[config.mk]
export PLATFORM = sky130hd
export DESIGN_NAME = ecc_status_eval
export DESIGN_NICKNAME = d
export VERILOG_FILES = /design/src/rtl/eccstat_pkg.sv /design/src/rtl/eccstat_datapath.sv /design/src/rtl/eccstat_control.sv /design/src/rtl/ecc_status_eval.sv
export SDC_FILE = /design/constraint.sdc
export NUM_CORES = 1
export LEC_CHECK = 0
export BUFFER_PORTS_ARGS = -buffer_cell sky130_fd_sc_hd__buf_2
export CAP_MARGIN = 20
export CORE_MARGIN = 4
export CORE_UTILIZATION = 50
export CTS_CLUSTER_DIAMETER = 60
export DETAILED_ROUTE_END_ITERATION = 12
export GPL_ROUTABILITY_DRIVEN = 1
export PLACE_DENSITY = 0.74
export SYNTH_ARGS = -nofsm -noshare
export SYNTH_HDL_FRONTEND = slang
export SYNTH_SLANG_ARGS = --single-unit
[constraint.sdc]
create_clock -name clk -period 3 [get_ports clk]
set_input_delay 0.15 -clock clk [delete_from_list [all_inputs] [get_ports clk]]
set_output_delay 0.15 -clock clk [all_outputs]
set_load 0.02 [all_outputs]
[src/rtl/eccstat_pkg.sv]
`timescale 1ns/1ps
package eccstat_pkg;
  typedef struct packed {
    logic load;    // capture inputs, clear accumulator
    logic step;    // add current field, advance to next
    logic finish;  // last or failing field: publish results
  } scanStb_t;
endpackage

[src/rtl/eccstat_datapath.sv]
`timescale 1ns/1ps
module eccstat_datapath
  import eccstat_pkg::*;
#(
  parameter int FIELD_W      = 4,
  parameter int MAX_SUBPAGES = 4,
  parameter int LIMIT_LO     = 4,
  parameter int LIMIT_HI     = 8,
  parameter int SUM_W        = 6
) (
  input  logic                            clk,
  input  logic                            rst_n,
  input  scanStb_t                        stb,
  input  logic [FIELD_W*MAX_SUBPAGES-1:0] statusIn,
  input  logic                            eightSymIn,
  output logic                            fieldBad,
  output logic [SUM_W-1:0]                totalOut,
  output logic                            uncorrOut
);
  localparam int STATUS_W = FIELD_W * MAX_SUBPAGES;
  localparam logic [FIELD_W-1:0] LIM_LO = FIELD_W'(LIMIT_LO);
  localparam logic [FIELD_W-1:0] LIM_HI = FIELD_W'(LIMIT_HI);
  localparam int HI_BOUND = LIMIT_HI * MAX_SUBPAGES;

  logic [STATUS_W-1:0] shiftReg;
  logic                modeReg;
  logic [SUM_W-1:0]    accReg;
  logic [FIELD_W-1:0]  fieldRaw;
  logic [FIELD_W-1:0]  fieldVal;
  logic [FIELD_W-1:0]  limitVal;
  logic [SUM_W-1:0]    accNext;

  always_comb begin
    fieldRaw = shiftReg[FIELD_W-1:0];
    fieldVal = modeReg ? fieldRaw : {1'b0, fieldRaw[FIELD_W-2:0]};
    limitVal = modeReg ? LIM_HI : LIM_LO;
    fieldBad = fieldVal > limitVal;
    accNext  = accReg + SUM_W'(fieldVal);
  end

  always_ff @(posedge clk or negedge rst_n) begin
    if (!rst_n) begin
      shiftReg  <= '0;
      modeReg   <= 1'b0;
      accReg    <= '0;
      totalOut  <= '0;
      uncorrOut <= 1'b0;
    end else begin
      if (stb.load) begin
        shiftReg <= statusIn;
        modeReg  <= eightSymIn;
        accReg   <= '0;
      end else if (stb.step) begin
        shiftReg <= shiftReg >> FIELD_W;
        accReg   <= accNext;
      end
      if (stb.finish) begin
        totalOut  <= fieldBad ? '0 : accNext;
        uncorrOut <= fieldBad;
      end
    end
  end

  // a failing page never carries a nonzero total
  assert_bad_zero_R7: assert property (@(posedge clk) disable iff (!rst_n)
    stb.finish |=> (!uncorrOut || totalOut == '0));
  // a clean total stays within the strongest mode's bound
  assert_total_bound_R6: assert property (@(posedge clk) disable iff (!rst_n)
    stb.finish |=> (uncorrOut || int'(totalOut) <= HI_BOUND));
  // mode cannot change while a scan is stepping
  assert_mode_held_R9: assert property (@(posedge clk) disable iff (!rst_n)
    stb.step |=> $stable(modeReg));
  // results move only on completion
  assert_result_hold_R10: assert property (@(posedge clk) disable iff (!rst_n)
    !stb.finish |=> ($stable(totalOut) && $stable(uncorrOut)));
endmodule

[src/rtl/eccstat_control.sv]
`timescale 1ns/1ps
module eccstat_control
  import eccstat_pkg::*;
#(
  parameter int MAX_SUBPAGES  = 4,
  parameter int PAGE_W        = 14,
  parameter int SUBPAGE_SHIFT = 9
) (
  input  logic              clk,
  input  logic              rst_n,
  input  logic              startIn,
  input  logic [PAGE_W-1:0] pageBytesIn,
  input  logic              fieldBad,
  output scanStb_t          stb,
  output logic              doneOut
);
  localparam int IDX_W = $clog2(MAX_SUBPAGES + 1);
  localparam logic [PAGE_W-1:0] MAX_P = PAGE_W'(MAX_SUBPAGES);

  typedef enum logic {ST_IDLE, ST_SCAN} scanState_t;

  scanState_t        state;
  logic [IDX_W-1:0]  idx;
  logic [IDX_W-1:0]  lastIdx;
  logic [IDX_W-1:0]  lastIdxIn;
  logic [PAGE_W-1:0] rawCount;
  logic              atLast;

  always_comb begin
    rawCount = pageBytesIn >> SUBPAGE_SHIFT;
    if (rawCount == '0)
      lastIdxIn = '0;
    else if (rawCount > MAX_P)
      lastIdxIn = IDX_W'(MAX_SUBPAGES - 1);
    else
      lastIdxIn = IDX_W'(rawCount - PAGE_W'(1));
    atLast     = idx == lastIdx;
    stb.load   = (state == ST_IDLE) && startIn;
    stb.finish = (state == ST_SCAN) && (fieldBad || atLast);
    stb.step   = (state == ST_SCAN) && !stb.finish;
  end

  always_ff @(posedge clk or negedge rst_n) begin
    if (!rst_n) begin
      state   <= ST_IDLE;
      idx     <= '0;
      lastIdx <= '0;
      doneOut <= 1'b0;
    end else begin
      doneOut <= stb.finish;
      if (stb.load) begin
        state   <= ST_SCAN;
        idx     <= '0;
        lastIdx <= lastIdxIn;
      end else if (stb.finish) begin
        state <= ST_IDLE;
      end else if (stb.step) begin
        idx <= idx + IDX_W'(1);
      end
    end
  end

  // completion pulse lasts one cycle
  assert_done_pulse_R8: assert property (@(posedge clk) disable iff (!rst_n)
    doneOut |=> !doneOut);
  // the walk never passes the clamped field count
  assert_idx_range_R5: assert property (@(posedge clk) disable iff (!rst_n)
    (state == ST_SCAN) |-> (idx <= lastIdx && int'(lastIdx) < MAX_SUBPAGES));
  // a running scan keeps running or finishes, whatever startIn does
  assert_busy_ignore_R9: assert property (@(posedge clk) disable iff (!rst_n)
    (state == ST_SCAN && startIn && !stb.finish) |=> (state == ST_SCAN && !doneOut));
endmodule

[src/rtl/ecc_status_eval.sv]
`timescale 1ns/1ps
module ecc_status_eval
  import eccstat_pkg::*;
#(
  parameter int FIELD_W       = 4,
  parameter int MAX_SUBPAGES  = 4,
  parameter int LIMIT_LO      = 4,
  parameter int LIMIT_HI      = 8,
  parameter int PAGE_W        = 14,
  parameter int SUBPAGE_SHIFT = 9,
  localparam int STATUS_W     = FIELD_W * MAX_SUBPAGES,
  localparam int SUM_W        = $clog2(MAX_SUBPAGES * ((1 << FIELD_W) - 1) + 1)
) (
  input  logic                clk,
  input  logic                rst_n,
  input  logic                startIn,
  input  logic [STATUS_W-1:0] statusIn,
  input  logic                eightSymIn,
  input  logic [PAGE_W-1:0]   pageBytesIn,
  output logic [SUM_W-1:0]    totalOut,
  output logic                uncorrOut,
  output logic                doneOut
);
  scanStb_t stb;
  logic     fieldBad;

  eccstat_control #(
    .MAX_SUBPAGES (MAX_SUBPAGES),
    .PAGE_W       (PAGE_W),
    .SUBPAGE_SHIFT(SUBPAGE_SHIFT)
  ) u_ctl (
    .clk        (clk),
    .rst_n      (rst_n),
    .startIn    (startIn),
    .pageBytesIn(pageBytesIn),
    .fieldBad   (fieldBad),
    .stb        (stb),
    .doneOut    (doneOut)
  );

  eccstat_datapath #(
    .FIELD_W     (FIELD_W),
    .MAX_SUBPAGES(MAX_SUBPAGES),
    .LIMIT_LO    (LIMIT_LO),
    .LIMIT_HI    (LIMIT_HI),
    .SUM_W       (SUM_W)
  ) u_dp (
    .clk       (clk),
    .rst_n     (rst_n),
    .stb       (stb),
    .statusIn  (statusIn),
    .eightSymIn(eightSymIn),
    .fieldBad  (fieldBad),
    .totalOut  (totalOut),
    .uncorrOut (uncorrOut)
  );
endmodule

==> results.toml <==
[worst_setup_path]
worstSetupEndpointType = "flip-flop"
ff2ff_path_depth = 4
critPathArrivalTime_ns = 2.16
crit_buf_inv = 0
r2r-end = "u_ctl.idx[2]"
r2r-start = "u_dp.shiftReg[1]"
reg2reg_slack_ns = 1.03
crit_path_max_incr_delay_ns = 0.47
crit_family = "compound AO/OA/AOI/OAI gates"
required_ns = 3.18
crit_chain = "o211ai_2, o311a_1, a31oi_4, a221o_2"
crit_cells = 4
cpMaxStageDelayCell = "dfrtp_1"
crit_type = "flip-flop to flip-flop"
startpoint = "u_dp.shiftReg[1]"
start_kind = "flip-flop"
path_max_fanout = 14
crit_end = "u_ctl.idx[2]"

[power_and_ir_drop]
switching_share_pct = 41.96
power_leakage_nw = 1.070
switching_power_mw = 1.005
internal_power_mw = 1.390
combPwrFrac_pct = 47.2
clkPwrFrac_pct = 15.2
power_density_nw_per_um2 = 1085
pwr-share-seq_pct = 37.7
ir_drop_uv = 500.2

[timing]
grt_setup_unrepaired = "false"
slew_violations = 0
worst_slew_pin_slew_ns = 0.8354
fin_tns_setup_ns = 0
maxSlewHeadroom_pct = 44.31
finalHoldViolCount = 0
period_needed_ns = 1.975
fin_skew_ns = 0.008137
setup_violations = 0
fmax_ghz = 0.5064
post-route-period-util_pct = 65.82

[drt]
drt_iter0_drc = 93
route.detailed.drc = 0
routed_wl_mm = 4.071
avgRoutedWirePerCell_um = 15.78
dr.pass1.iters = 4
via_per_inst = 5.562
detail-route-antenna-nets = 0
vias = 1435

[cells_and_area]
final_cell_mix = "38 x dfrtp_1, 32 x buf_2, 20 x nand2_1"
final_nets = 250
fin_cells = 258
syn_to_final_growth_pct = 15.07
mostFrequentLayoutCell = "dfrtp_1"
drive_gt1_share_pct = 25.24
diodes = 0

[clock_network]
cts_buffers = 5
path_clk_slew_ns = 0.08
cts_num_sinks = 38
clockBufferDepth = 2
clockRootBuffer = "clkbuf_8"
cts_tree = "done"
post_cts_resized = 0
htree_levels = 2
clock_latency_ns = 0.30

[logic_synthesis]
ys_async_sr_fraction_pct = 100.0
synthFlopType = "dfrtp_1"
ys_seq_elements = 38
yosysUniqueCellTypes = 38
ys_seq_area_share_pct = 49.58
synth.largest_area_cell = "dfrtp_1"
syn_avg_cell_area_um2 = 10.90
synth_enable_flop_cells = 0
netlist_area_um2 = 1918
netlist_instances = 176
yosys.area.top_type_share_pct = 49.58
synth_nets = 217
ys_warn_count = 0
synthTopCellsByArea = "dfrtp_1 50%, a221o_1 4.7%, and2_1 4.2%"

[floorplanning]
io_pins = 42
die_area_um2 = 4891
fp.dieH_um = 69.94
start_util_pct = 52.00
core-area_um2 = 3689
die_w_um = 69.94
row_count = 22

[global_route]
antenna_found_initial = 0
grt.overflow.total = 0
grt_max_degree = 39
grt_pass1_vias = 1534
gr-usage-all-layers_pct = 17.86
grt_pass1_wl_mm = 6.955

[place]
dp_cells = 249
numPortBuffers = 32
place.gp.congestion = 0.7747
hpwl_mm = 2.904

[min_path]
hp-class = "input pin to flip-flop"

[flow_run]
max-cap-violations = 0

[outcome]
outcome = "complete, no violations"
## Yosys cell counts (2+ instances only)
library cell,n
mux2i_1,4
xnor2_1,6
inv_1,10
o2bb2ai_1,3
buf_2,3
and2_1,13
nand2b_1,2
buf_6,2
o21ai_0,11
nor4_1,3
nand2_1,20
nand3_1,5
a21o_1,2
ha_1,6
nor2_1,3
a221o_2,4
nand4_1,5
nor3_1,2
dfrtp_1,38
nor2b_1,2
a221o_1,9
a21oi_1,4
clkbuf_1,4
## sequential cells by signal (all words and copies together) (netlist names)
name            cells
u_dp.shiftReg      16
u_dp.accReg         6
u_dp.totalOut       6
u_ctl.idx           3
u_ctl.lastIdx       3
u_ctl.doneOut       1
u_ctl.state         1
u_dp.modeReg        1
u_dp.uncorrOut      1
## worst reg2reg max path, cell delays in order, from the launching register on
cell and delay (ns):
dfrtp_1 0.47, o211ai_2 0.25, o311a_1 0.45, a31oi_4 0.25
a221o_2 0.46
## stage by stage
stage	setup slack (ns)	instance area (µm²)	util (%)	power [mW]	hold slack [ns]
2_1_floorplan	1.269	1918	-	1.779	-0.1456
3_3_place_gp	1.073	2106	57.09	1.972	0.2798
3_5_place_dp	1.015	2106	57.09	2.031	0.3034
4_1_cts	1.024	2207	59.84	2.413	0.05432
5_1_grt	0.9450	2207	59.84	2.565	0.05770
6_report	1.025	2207	59.84	2.395	0.06376
## routing by layer
metal / part of all wire, % / track usage [%]
met1: 41 / 20.85
met2: 53 / 30.75
met3: 4.5 / 5.612
met4: 1.5 / 6.383
met5: 0 / 0
## worst min-delay path by stage
stage	start	to	slack [ns]	depth (start not counted)
finish	statusIn[15]	u_dp.shiftReg[15]	0.06	3
global route	eightSymIn	u_dp.modeReg	0.06	3
CTS	eightSymIn	u_dp.modeReg	0.05	3
detailed placement	rst_n	u_ctl.idx[0]	0.30	1
global placement	rst_n	u_ctl.lastIdx[2]	0.28	1
floorplan	rst_n	u_ctl.doneOut	-0.15	0
## power by group through the flow
stage | clock network [mW] | registers (mW) | logic [mW]
2_1_floorplan | 0 | 0.886 | 0.893
3_3_place_gp | 0 | 0.896 | 1.08
3_5_place_dp | 0 | 0.908 | 1.12
4_1_cts | 0.374 | 0.902 | 1.14
5_1_grt | 0.401 | 0.928 | 1.24
6_report | 0.364 | 0.902 | 1.13
## cells by family after synthesis
logic type / Yosys count / synth area share (%)
AND/OR/NAND/NOR: 58 / 15.72
AO/OA/AOI/OAI: 41 / 18.46
flip-flops: 38 / 49.58
buffers and inverters: 19 / 4.696
adder cells (fa/ha/maj): 8 / 5.479
XOR/XNOR: 7 / 3.196
multiplexers: 5 / 2.870
## timing repair
action,4_1_cts,5_1_grt
endpoints found under the hold margin,38,0
hold buffers,1,0
buffers inserted,0,0
## cell type report
type / instances / area (µm²)
repair buffers: 35 / 185.2
clock inverters: 1 / 5.005
well taps: 48 / 60.06
flip-flops and latches: 38 / 950.9
clock buffers: 7 / 86.33
multi-input cells: 119 / 882.1
inverters: 10 / 37.54
fillers: 335 / 1481
Note: power is estimated with default switching activity, not from simulation.
